**config.mk**
```make
export PLATFORM = sky130hd
export DESIGN_NAME = pwm_pair_gen
export DESIGN_NICKNAME = d
export VERILOG_FILES = /design/src/rtl/pwm_pkg.sv /design/src/rtl/pwm_timebase.sv /design/src/rtl/pwm_duty_bank.sv /design/src/rtl/pwm_cmp.sv /design/src/rtl/pwm_pair_gen.sv
export SDC_FILE = /design/constraint.sdc
export NUM_CORES = 1
export LEC_CHECK = 0
export ABC_AREA = 1
export BUFFER_PORTS_ARGS = -buffer_cell sky130_fd_sc_hd__buf_2
export CAP_MARGIN = 20
export CORE_MARGIN = 2
export CORE_UTILIZATION = 40
export DETAILED_ROUTE_END_ITERATION = 12
export GPL_TIMING_DRIVEN = 1
export MAX_ROUTING_LAYER = met4
export PLACE_DENSITY = 0.64
export SETUP_SLACK_MARGIN = 0.3
export SLEW_MARGIN = 15
export SYNTH_ARGS = -nofsm -noshare
export SYNTH_HDL_FRONTEND = slang
export SYNTH_SLANG_ARGS = --single-unit
```
**constraint.sdc**
```tcl
create_clock -name clk -period 3.8 [get_ports clk]
set_clock_uncertainty 0.15 [all_clocks]
set_input_delay 0.76 -clock clk [delete_from_list [all_inputs] [get_ports clk]]
set_output_delay 0.76 -clock clk [all_outputs]
set_load 0.05 [all_outputs]
```
**src/rtl/pwm_pkg.sv**
```systemverilog
package pwm_pkg;
    localparam int PWM_LANES = 4;

    typedef struct packed {
        logic center;
        logic paired;
        logic dbl;
    } pwm_mode_t;
endpackage

```
**src/rtl/pwm_timebase.sv**
```systemverilog
module pwm_timebase
    import pwm_pkg::*;
#(
    parameter int CNT_W = 8
) (
    input  logic             clk,
    input  logic             rst_n,
    input  logic             en_i,
    input  logic [CNT_W-1:0] period_i,
    input  pwm_mode_t        mode_i,
    output logic [CNT_W-1:0] cnt_o,
    output logic             dn_o,
    output logic             run_o,
    output logic [CNT_W-1:0] per_o,
    output pwm_mode_t        mode_o,
    output logic             sync_o,
    output logic             upd_o
);
    typedef struct packed {
        logic [CNT_W-1:0] cnt;
        logic             dn;
        logic             run;
        logic [CNT_W-1:0] per;
        pwm_mode_t        mode;
    } tb_state_t;

    tb_state_t        st_d, st_q;
    logic [CNT_W-1:0] lim;
    logic             start_nx;
    logic             mid_nx;

    always_comb begin
        lim      = (st_q.per == '0) ? '0 : st_q.per - CNT_W'(1);
        st_d     = st_q;
        start_nx = 1'b0;
        mid_nx   = 1'b0;
        if (!en_i) begin
            st_d.cnt = '0;
            st_d.dn  = 1'b0;
            st_d.run = 1'b0;
        end else if (!st_q.run) begin
            start_nx = 1'b1;
        end else if (!st_q.mode.center) begin
            if (st_q.cnt >= lim) start_nx = 1'b1;
            else                 st_d.cnt = st_q.cnt + CNT_W'(1);
        end else if (!st_q.dn) begin
            if (st_q.cnt >= lim) begin
                mid_nx  = 1'b1;
                st_d.dn = 1'b1;
            end else begin
                st_d.cnt = st_q.cnt + CNT_W'(1);
            end
        end else begin
            if (st_q.cnt == '0) start_nx = 1'b1;
            else                st_d.cnt = st_q.cnt - CNT_W'(1);
        end
        if (start_nx) begin
            st_d.cnt  = '0;
            st_d.dn   = 1'b0;
            st_d.run  = 1'b1;
            st_d.per  = period_i;
            st_d.mode = mode_i;
        end
    end

    always_ff @(posedge clk) begin
        if (!rst_n) st_q <= '0;
        else        st_q <= st_d;
    end

    assign upd_o  = start_nx | (mid_nx & st_q.mode.dbl);
    assign sync_o = st_q.run & (st_q.cnt == '0) & ~st_q.dn;
    assign cnt_o  = st_q.cnt;
    assign dn_o   = st_q.dn;
    assign run_o  = st_q.run;
    assign per_o  = st_q.per;
    assign mode_o = st_q.mode;
endmodule

```
**src/rtl/pwm_duty_bank.sv**
```systemverilog
module pwm_duty_bank #(
    parameter int CNT_W = 8,
    parameter int LANES = 4
) (
    input  logic                   clk,
    input  logic                   rst_n,
    input  logic                   upd_i,
    input  logic [LANES*CNT_W-1:0] duty_i,
    output logic [LANES*CNT_W-1:0] act_o
);
    logic [LANES*CNT_W-1:0] act_d, act_q;

    always_comb begin
        act_d = act_q;
        if (upd_i) act_d = duty_i;
    end

    always_ff @(posedge clk) begin
        if (!rst_n) act_q <= '0;
        else        act_q <= act_d;
    end

    assign act_o = act_q;
endmodule

```
**src/rtl/pwm_cmp.sv**
```systemverilog
module pwm_cmp #(
    parameter int CNT_W = 8,
    parameter int LANES = 4
) (
    input  logic [CNT_W-1:0]       cnt_i,
    input  logic [LANES*CNT_W-1:0] act_i,
    input  logic                   run_i,
    input  logic                   paired_i,
    output logic [LANES-1:0]       pwm_o
);
    localparam int PAIRS = LANES / 2;

    for (genvar p = 0; p < PAIRS; p++) begin : g_pair
        logic lead_hi;
        logic trail_hi;
        assign lead_hi  = cnt_i < act_i[(2*p)*CNT_W +: CNT_W];
        assign trail_hi = cnt_i < act_i[(2*p+1)*CNT_W +: CNT_W];
        assign pwm_o[2*p]   = run_i & lead_hi;
        assign pwm_o[2*p+1] = run_i & (paired_i ? ~lead_hi : trail_hi);
    end
endmodule

```
**src/rtl/pwm_pair_gen.sv**
```systemverilog
module pwm_pair_gen
    import pwm_pkg::*;
#(
    parameter int CNT_W = 8
) (
    input  logic                       clk,
    input  logic                       rst_n,
    input  logic                       en_i,
    input  logic                       center_i,
    input  logic                       paired_i,
    input  logic                       dbl_i,
    input  logic [CNT_W-1:0]           period_i,
    input  logic [PWM_LANES*CNT_W-1:0] duty_i,
    output logic [PWM_LANES-1:0]       pwm_o,
    output logic                       sync_o
);
    pwm_mode_t                  mode_in;
    pwm_mode_t                  mode_w;
    logic [CNT_W-1:0]           cnt_w;
    logic [CNT_W-1:0]           per_w;
    logic                       dn_w;
    logic                       run_w;
    logic                       upd_w;
    logic [PWM_LANES*CNT_W-1:0] act_w;

    assign mode_in.center = center_i;
    assign mode_in.paired = paired_i;
    assign mode_in.dbl    = dbl_i;

    pwm_timebase #(.CNT_W(CNT_W)) u_tbase (
        .clk      (clk),
        .rst_n    (rst_n),
        .en_i     (en_i),
        .period_i (period_i),
        .mode_i   (mode_in),
        .cnt_o    (cnt_w),
        .dn_o     (dn_w),
        .run_o    (run_w),
        .per_o    (per_w),
        .mode_o   (mode_w),
        .sync_o   (sync_o),
        .upd_o    (upd_w)
    );

    pwm_duty_bank #(.CNT_W(CNT_W), .LANES(PWM_LANES)) u_bank (
        .clk    (clk),
        .rst_n  (rst_n),
        .upd_i  (upd_w),
        .duty_i (duty_i),
        .act_o  (act_w)
    );

    pwm_cmp #(.CNT_W(CNT_W), .LANES(PWM_LANES)) u_cmp (
        .cnt_i    (cnt_w),
        .act_i    (act_w),
        .run_i    (run_w),
        .paired_i (mode_w.paired),
        .pwm_o    (pwm_o)
    );
endmodule

```
Word-level counts from Yosys, hierarchy flattened

Cells that the tools add are included.

Multiplexer cells: 20
Reduce and logical (&&, ||, !) cells: 5
Equal/unequal tests: 2
Add/sub/neg operators: 3
Bitwise gates (word level): 13
Magnitude comparators: 5

Operator list:

| operator                                               | number |
|---|---|
| two-way mux 8 bit                                      | 5 |
| < comparator 8 bit                                     | 4 |
| logical NOT 8 bit                                      | 2 |
| subtractor 8 x 1 -> 8 bit (second input constant)      | 2 |
| two-way mux 1 bit                                      | 14 |
| two-way mux 12 bit                                     | 1 |
| adder 8 x 1 -> 8 bit (second input constant)           | 1 |
| greater-or-equal comparator 8 bit                      | 1 |
| AND 1 bit                                              | 7 |
| inverter 1 bit                                         | 5 |
| AND reduction 2 bit                                    | 2 |
| inequality test 3 bit (second input constant)          | 1 |
| OR reduction 3 bit                                     | 1 |
| inequality test 2 x 1 -> 1 bit (second input constant) | 1 |
| bitwise OR 1 bit                                       | 1 |

Input bits: 46
Logic and storage cells: 56
Output and inout bits: 5
Bits in registers: 53

Depth between registers and ports, before layout

Gate-level depths: netlist of run 1.

Depth in word-level cells: 10
Gate-level depth with buffers: 23
Mapped depth without buffers: 21

By module

A second synthesis of run 1 with hierarchy kept.

Cells, all modules: 622
Area total of the unflattened synthesis: 3968.8 sq um

By module, submodules not included:

| module        | instances | cells an instance | seq. area each (sq um) | area an instance (sq um) |
|---|---|---|---|---|
| pwm_timebase  | 1         | 284               | 420.4                  | 1839.3 |
| pwm_duty_bank | 1         | 202               | 640.6                  | 1335.0 |
| pwm_cmp       | 1         | 136               | 0.0                    | 794.5 |

Worst setup path after synthesis of run 1

OpenSTA, ideal clock, no wires.

Path kind: register to output
Start point: reg u_tbase.st_q (netlist bit u_tbase.cnt_o[0])
End point: out sync_o
Data arrival time: 2.050 ns
Path slack: 0.840 ns
Data required time: 2.890 ns
Path buffers: 0
Stages on the path, launching flop included: 7
Cell sequence: dfxtp_1 inv_1 ha_1 nand3_1 nor3_4 inv_1 nor3_1

Cells in the longest elaborated chain, start to end: 3

RTL lines:

| element                | line               | source |
|---|---|---|
| start, declared        | pwm_timebase.sv:27 | `tb_state_t st_d, st_q;` |
| start signal, assigned | pwm_timebase.sv:68 | `else st_q <= st_d;` |
| logical NOT 8 bit      | pwm_timebase.sv:72 | `assign sync_o = st_q.run & (st_q.cnt == '0) & ~st_q.dn;` |
| AND 1 bit (2 in a row) | pwm_timebase.sv:72 |  |
| end, declared          | pwm_pair_gen.sv:15 | `output logic sync_o` |

No other way between the ends.

Worst setup path after layout of run 1

Start point: reg u_tbase.st_q (netlist bit u_tbase.per_o[0])
End point: reg u_tbase.st_q (netlist bit u_tbase.dn_o)

Cells in the longest elaborated chain, start to end: 8
Elaborated cells between the ends (all ways): 10
Classes of those cells: add/sub: 1; order compare: 1; mux: 6; reduce/logical: 2

RTL lines:

| element                                                               | line                                   | source |
|---|---|---|
| subtractor 8 x 1 -> 8 bit / logical NOT 8 bit (equally long branches) | pwm_timebase.sv:33                     | `lim = (st_q.per == '0) ? '0 : st_q.per - CNT_W'(1);` |
| two-way mux 8 bit (*)                                                 | pwm_timebase.sv:33                     |  |
| greater-or-equal comparator 8 bit (*)                                 | pwm_timebase.sv:44, pwm_timebase.sv:47 |  |
| two-way mux 1 bit (*)                                                 | pwm_timebase.sv:44, pwm_timebase.sv:47 |  |
| two-way mux 1 bit                                                     | pwm_timebase.sv:43                     | `end else if (!st_q.mode.center) begin` |
| two-way mux 1 bit                                                     | pwm_timebase.sv:41                     | `end else if (!st_q.run) begin` |
| two-way mux 1 bit                                                     | pwm_timebase.sv:37                     | `if (!en_i) begin` |
| OR reduction 3 bit (no line)                                          | --                                     |  |

Mark *: on every way between the ends. The rest lies on a longest branch, timed or not.
A chain may end at the register's enable or synchronous reset.

==> results of run 1 <==
## cell families (layout without fill, tap and decap cells)
group / Yosys count / count (layout)
adder cells (fa/ha/maj): 40 / 40
AO/OA/AOI/OAI: 93 / 93
buffers and inverters: 96 / 144
XOR/XNOR: 4 / 4
flip-flops: 53 / 53
AND/OR/NAND/NOR: 264 / 265
## cell usage after synthesis (all sizes together) (2+ instances only)
library cell	n	share of area [%]
dfxtp	53	28
nand2	106	11
o21ai	25	3.3
buf	15	3.1
nor2	82	8.3
xnor2	2	0.46
inv	74	7.3
nor3	7	1.2
clkbuf	7	0.69
nand3	56	9.6
or2	2	0.33
a21oi	60	9.2
o21a	6	1.2
nand4	8	1.5
ha	40	13
xor2	2	0.46
## layout make-up
class	instances	area share (%)
timing repair buffer	62	8.85
multi-input combinational	402	54.5
tap	111	3.25
inverter	74	6.50
clock inverter	2	0.351
sequential	53	24.8
clock buffer	6	1.70
## routing by layer
layer  global-route usage, %  share of wire, %
met2                    31.4                47
met3                    2.14               3.9
met5                       -                 0
met1                    24.9                47
met4                    5.30               1.5
## state kept, by name, indices dropped and copies added (netlist names)
signal,cells
u_tbase.run_o,1
u_tbase.dn_o,1
u_tbase.per_o,8
u_tbase.mode_o,3
u_bank.act_o,32
u_tbase.cnt_o,8
## worst paths after layout
path | to | slack (ps)
worst min-delay path | u_tbase.per_o[1]$_SDFFE_PN0P_ | 360
worst max register to register | u_tbase.dn_o$_SDFFE_PP0P_ | 560
worst min register to register | u_tbase.per_o[1]$_SDFFE_PN0P_ | 360
worst max-delay path | u_tbase.dn_o$_SDFFE_PP0P_ | 560
## worst register-to-register path, delay by kind of cell, from the launching register on
family / cells / cell delay (ps)
buffers and inverters: 3 / 360
AND/OR/NAND/NOR: 13 / 1640
AO/OA/AOI/OAI: 1 / 170
adder cells (fa/ha/maj): 2 / 500
flip-flops: 1 / 370
## where the power goes
part           internal (mW)  leakage [nW]  switching (mW)
registers              0.593         0.438          0.0216
logic                  0.120          1.72           0.190
clock network          0.131        0.0374           0.208
## repair_timing
item / in CTS / in global routing
endpoints found under the setup margin: 0 / 38
hold buffers: 0 / 0
resized for setup: 0 / 7
setup buffers: 0 / 6
==> flow_metrics.py, run 1 <==
metrics = {
    "outcome": {
        "status": "completed",
    },
    "route": {
        "antenna_left": 0,
        "drc_errors": 0,
        "routed_wl_um": 9400,
        "vias_per_cell": 5.02,
        "drtPass1Iterations": 5,
        "route.vias.total": 3564,
        "wl_per_cell_um": 13.2,
        "drt-initial-drc-count": 162,
    },
    "yosys": {
        "yosys.cell_types.count": 32,
        "synth_top_family_by_area": "simple AND/OR/NAND/NOR gates",
        "synth-xor-area-share_pct": 0.925,
        "ys.flop_type": "dfxtp_1",
        "synth_compound_gate_area_share_pct": 14.1,
        "avgSynthCellArea_um2": 6.88,
        "synth-async-reset-ratio_pct": 0,
        "yosysWarnings": 0,
        "yosys.area_share.simple_pct": 32.6,
        "syn_area_um2": 3790,
        "synth-adder-area-share_pct": 13.2,
        "ys_seq_area_share_pct": 28.0,
        "synth-seq-cells": 53,
        "syn_inst": 550,
        "synth_edf_count": 0,
        "syn-num-nets": 636,
        "synthMuxAreaShare_pct": 0,
    },
    "floorplanning": {
        "coreArea_um2": 9200,
        "ioPinCount": 51,
        "start_util_pct": 41.2,
        "dieArea_um2": 10300,
        "rows": 35,
        "die_w_um": 101,
        "die_y_um": 101,
    },
    "timing": {
        "final-hold-violation-count": 0,
        "hold_slack_ps": 362,
        "worst_pin_slew_ps": 723,
        "drv_slew": 0,
        "setup_violations": 0,
        "setup_tns_ps": 0,
        "timing.slew.headroom_pct": 51.7,
        "min_period_ps": 3240,
        "period_share_pct": 85.3,
        "max_freq_mhz": 309,
        "rsz0062_at_grt": "true",
        "fin_ws_ps": 560,
    },
    "worst_setup_path": {
        "worstPathRequired_ps": 3900,
        "crit_chain": "inv_1 > ha_1 > nand2_1 > nor3_2 > nand2_1 > inv_1 > or2_2 > ha_1 > nand2_1 > nor2_1 > nor2_1 > nand2_1 > nand2_2 > nand2_2 > nand2_1 > nand2_4 > nor2_1 > inv_1 > a21oi_1",
        "critPathLaunch": "u_tbase.per_o[0]$_SDFFE_PN0P_",
        "r2r-start": "u_tbase.per_o[0]$_SDFFE_PN0P_",
        "reg2reg_depth": 19,
        "crit_buf_inv": 3,
        "critPathCaptureType": "flop",
        "max_stage_delay_ps": 370,
        "worst-setup-path-type": "reg -> reg",
        "crit_slowest_cell": "dfxtp_1",
        "cp_common_cell": "nand2_1",
        "crit_arrival_ps": 3340,
        "crit_path_max_fanout": 10,
        "cp-start-kind": "flop",
        "crit_cells": 19,
        "path_delay_family": "simple AND/OR/NAND/NOR gates",
    },
    "clock_network": {
        "cts.path.max_buffers": 2,
        "clk_pin_slew_ps": 110,
        "cts_tree": "yes",
        "cts.sinks": 53,
        "clk_latency_ps": 320,
        "htree_num_levels": 2,
        "cts-root-buf": "clkbuf_8",
        "numCtsBuffers": 5,
    },
    "layout": {
        "fillers": 949,
        "multi_input_area_um2": 2330,
        "fin_util_pct": 46.4,
        "antenna_cells": 0,
        "stdcell_area_um2": 4270,
        "seqCellArea_um2": 1060,
        "finalNetCount": 684,
        "layout_commonest_cell": "nand2_1",
        "finalNonFillerCells": 710,
        "drive_above_1_share_pct": 18.4,
        "syn2layout_area_growth_pct": 12.8,
        "mostFrequentLayoutCells": "102 x nand2_1, 81 x nor2_1, 72 x inv_1, 53 x dfxtp_1, 50 x buf_2",
    },
    "global_routing": {
        "grt_start_max_net_pins": 44,
        "grt_first_pass_wirelength_um": 15400,
        "grt_overflow": 0,
        "first_global_vias": 3318,
        "grtUsageTotal_pct": 19.1,
        "antenna_found_initial": 0,
    },
    "placed_design": {
        "place.gp.congestion": 0.849,
        "postPlaceCellArea_um2": 4100,
        "dp_hpwl_um": 6500,
        "port_buffers": 50,
        "place_inst": 695,
        "post-place-ws_ps": 424,
    },
    "power_and_ir_drop": {
        "p_leak_nw": 2.20,
        "powerDensity_nw_per_um2": 296,
        "total_power_mw": 1.26,
        "ir_drop_mv": 0.169,
    },
    "run": {
        "cap_violations": 0,
    },
    "min_path": {
        "min_from": "u_tbase.per_o[1]$_SDFFE_PN0P_",
        "worst_hold_path_type": "reg -> reg",
        "worstHoldPathCells": 2,
    },
}
Note: power is estimated with default switching activity, not from simulation.
==> run 2: changes to the inputs <==
--- a/config.mk
+++ b/config.mk
@@ -13,7 +13,7 @@
 export DETAILED_ROUTE_END_ITERATION = 12
 export GPL_TIMING_DRIVEN = 1
 export MAX_ROUTING_LAYER = met4
-export PLACE_DENSITY = 0.64
+export PLACE_DENSITY = 0.66
 export SETUP_SLACK_MARGIN = 0.3
 export SLEW_MARGIN = 15
 export SYNTH_ARGS = -nofsm -noshare
==> constraint.sdc (replaced) <==
create_clock -name clk -period 2.8 [get_ports clk]
set_clock_uncertainty 0.15 [all_clocks]
set_input_delay 0.56 -clock clk [delete_from_list [all_inputs] [get_ports clk]]
set_output_delay 0.56 -clock clk [all_outputs]
set_load 0.05 [all_outputs]
==> flow_metrics.py, run 2 (same netlist as run 1, synthesis figures left out) <==
metrics = {
    "worst_setup_path": {
        "cp_common_cell": "nand2_2",
        "crit_path_max_fanout": 27,
        "max_stage_delay_ps": 350,
        "reg2reg_depth": 15,
        "r2r-start": "u_tbase.per_o[1]$_SDFFE_PN0P_",
        "path_delay_family": "simple AND/OR/NAND/NOR gates",
        "worstPathRequired_ps": 2870,
        "crit_slowest_cell": "dfxtp_2",
        "cp-start-kind": "flop",
        "worst-setup-path-type": "reg -> reg",
        "crit_buf_inv": 2,
        "crit_arrival_ps": 2900,
        "critPathCaptureType": "flop",
        "critPathLaunch": "u_tbase.per_o[1]$_SDFFE_PN0P_",
        "crit_chain": "nor2_2 > nand2_2 > nor3_4 > nor3b_4 > xor2_1 > nand2_1 > ha_4 > nand2_2 > o21a_1 > nand2_4 > buf_4 > nand4_4 > buf_12 > a21oi_1 > nor2_1",
        "crit_cells": 15,
    },
    "placed_design": {
        "dp_hpwl_um": 6740,
        "place_inst": 708,
        "place.gp.congestion": 0.881,
        "post-place-ws_ps": -73.4,
        "postPlaceCellArea_um2": 4300,
        "port_buffers": 50,
    },
    "floorplanning": {
        "rows": 35,
        "die_w_um": 101,
        "ioPinCount": 51,
        "dieArea_um2": 10300,
        "die_y_um": 101,
        "start_util_pct": 41.2,
        "coreArea_um2": 9200,
    },
    "route": {
        "vias_per_cell": 5.01,
        "wl_per_cell_um": 14.5,
        "drtPass1Iterations": 4,
        "routed_wl_um": 10900,
        "antenna_left": 0,
        "drt-initial-drc-count": 178,
        "route.vias.total": 3765,
        "drc_errors": 0,
    },
    "timing": {
        "final-hold-violation-count": 0,
        "hold_slack_ps": 302,
        "setup_violations": 17,
        "setup_tns_ps": -215,
        "max_freq_mhz": 353,
        "period_share_pct": 101,
        "drv_slew": 0,
        "timing.slew.headroom_pct": 66.9,
        "worst_pin_slew_ps": 497,
        "fin_ws_ps": -32.4,
        "min_period_ps": 2830,
        "rsz0062_at_grt": "true",
    },
    "clock_network": {
        "clk_pin_slew_ps": 100,
        "clk_latency_ps": 310,
        "cts-root-buf": "clkbuf_8",
        "htree_num_levels": 2,
        "cts_hold_buffers": 0,
        "cts_tree": "yes",
        "cts.sinks": 53,
        "cts.path.max_buffers": 2,
        "numCtsBuffers": 5,
    },
    "layout": {
        "finalNonFillerCells": 752,
        "finalNetCount": 726,
        "syn2layout_area_growth_pct": 39.6,
        "seqCellArea_um2": 1090,
        "mostFrequentLayoutCells": "92 x nand2_1, 69 x nor2_1, 65 x inv_1, 45 x buf_2, 41 x dfxtp_1",
        "largest_register_ffs": 32,
        "stdcell_area_um2": 5290,
        "antenna_cells": 0,
        "layout_commonest_cell": "nand2_1",
        "drive_above_1_share_pct": 37.6,
        "fillers": 830,
        "multi_input_area_um2": 2720,
    },
    "global_routing": {
        "grt_overflow": 0,
        "grtUsageTotal_pct": 21.3,
        "grt_first_pass_wirelength_um": 16700,
        "first_global_vias": 3523,
        "antenna_found_initial": 0,
        "grt_start_max_net_pins": 44,
    },
    "outcome": {
        "violations": "negative setup slack",
        "status": "finished with violations",
    },
    "min_path": {
        "worstHoldPathCells": 3,
        "min_from": "duty_i[9]",
        "worst_hold_path_type": "in -> reg",
    },
    "power_and_ir_drop": {
        "ir_drop_mv": 0.204,
        "powerDensity_nw_per_um2": 364,
        "p_leak_nw": 2.55,
    },
    "run": {
        "cap_violations": 0,
    },
}
[run 2: worst paths after layout]
path / endpoint / slack (ps)
hold reg to reg: u_tbase.mode_o[0]$_SDFFE_PN0P_ / 350
setup reg to reg: u_bank.act_o[8]$_SDFFE_PN0P_ / -30
setup / recovery: u_bank.act_o[8]$_SDFFE_PN0P_ / -30
hold / removal: u_bank.act_o[9]$_SDFFE_PN0P_ / 300
[run 2: layout make-up]
| class | count | share of cell area [%] |
|---|---|---|
| multi-input cells | 401 | 51.5 |
| flip-flops and latches | 53 | 20.6 |
| repair buffers | 104 | 18.1 |
| inverters | 74 | 5.37 |
| well taps | 111 | 2.63 |
| clock buffers | 7 | 1.44 |
| clock inverters | 1 | 0.142 |
| repair inverters | 1 | 0.142 |
[run 2: tightest hold or removal path, delay by kind of cell]
kind,cells,cell delay [ps]
AOI/OAI and AO/OA,1,30
buffers and inverters,1,80
and+or+nand+nor,1,60
[run 2: per-stage QoR]
| step | total power [mW] | util, % |
|---|---|---|
| 6_report | 1.92 | 57.5 |
| 5_1_grt | 2.04 | 57.5 |
| 4_1_cts | 1.83 | 52.1 |
| 3_5_place_dp | 1.29 | 46.8 |
| 3_3_place_gp | 1.28 | 46.8 |
| 2_1_floorplan | 1.18 | - |
[run 2: where the power goes]
group          switching [mW]  internal (mW)
combinational           0.335          0.304
sequential             0.0347          0.801
clock                   0.272          0.178
[run 2: layer usage]
| layer | global-route usage (%) | share of wire, % |
|---|---|---|
| met5 | - | 0 |
| met4 | 5.72 | 1.0 |
| met1 | 26.2 | 45 |
| met3 | 3.11 | 4.7 |
| met2 | 36.4 | 49 |
[run 2: repair_timing]
action,CTS,global route
pin swaps,14,31
gates cloned,5,4
setup endpoints to repair,57,57
setup buffers,15,12
hold endpoints to repair,0,0
resized for setup,47,81
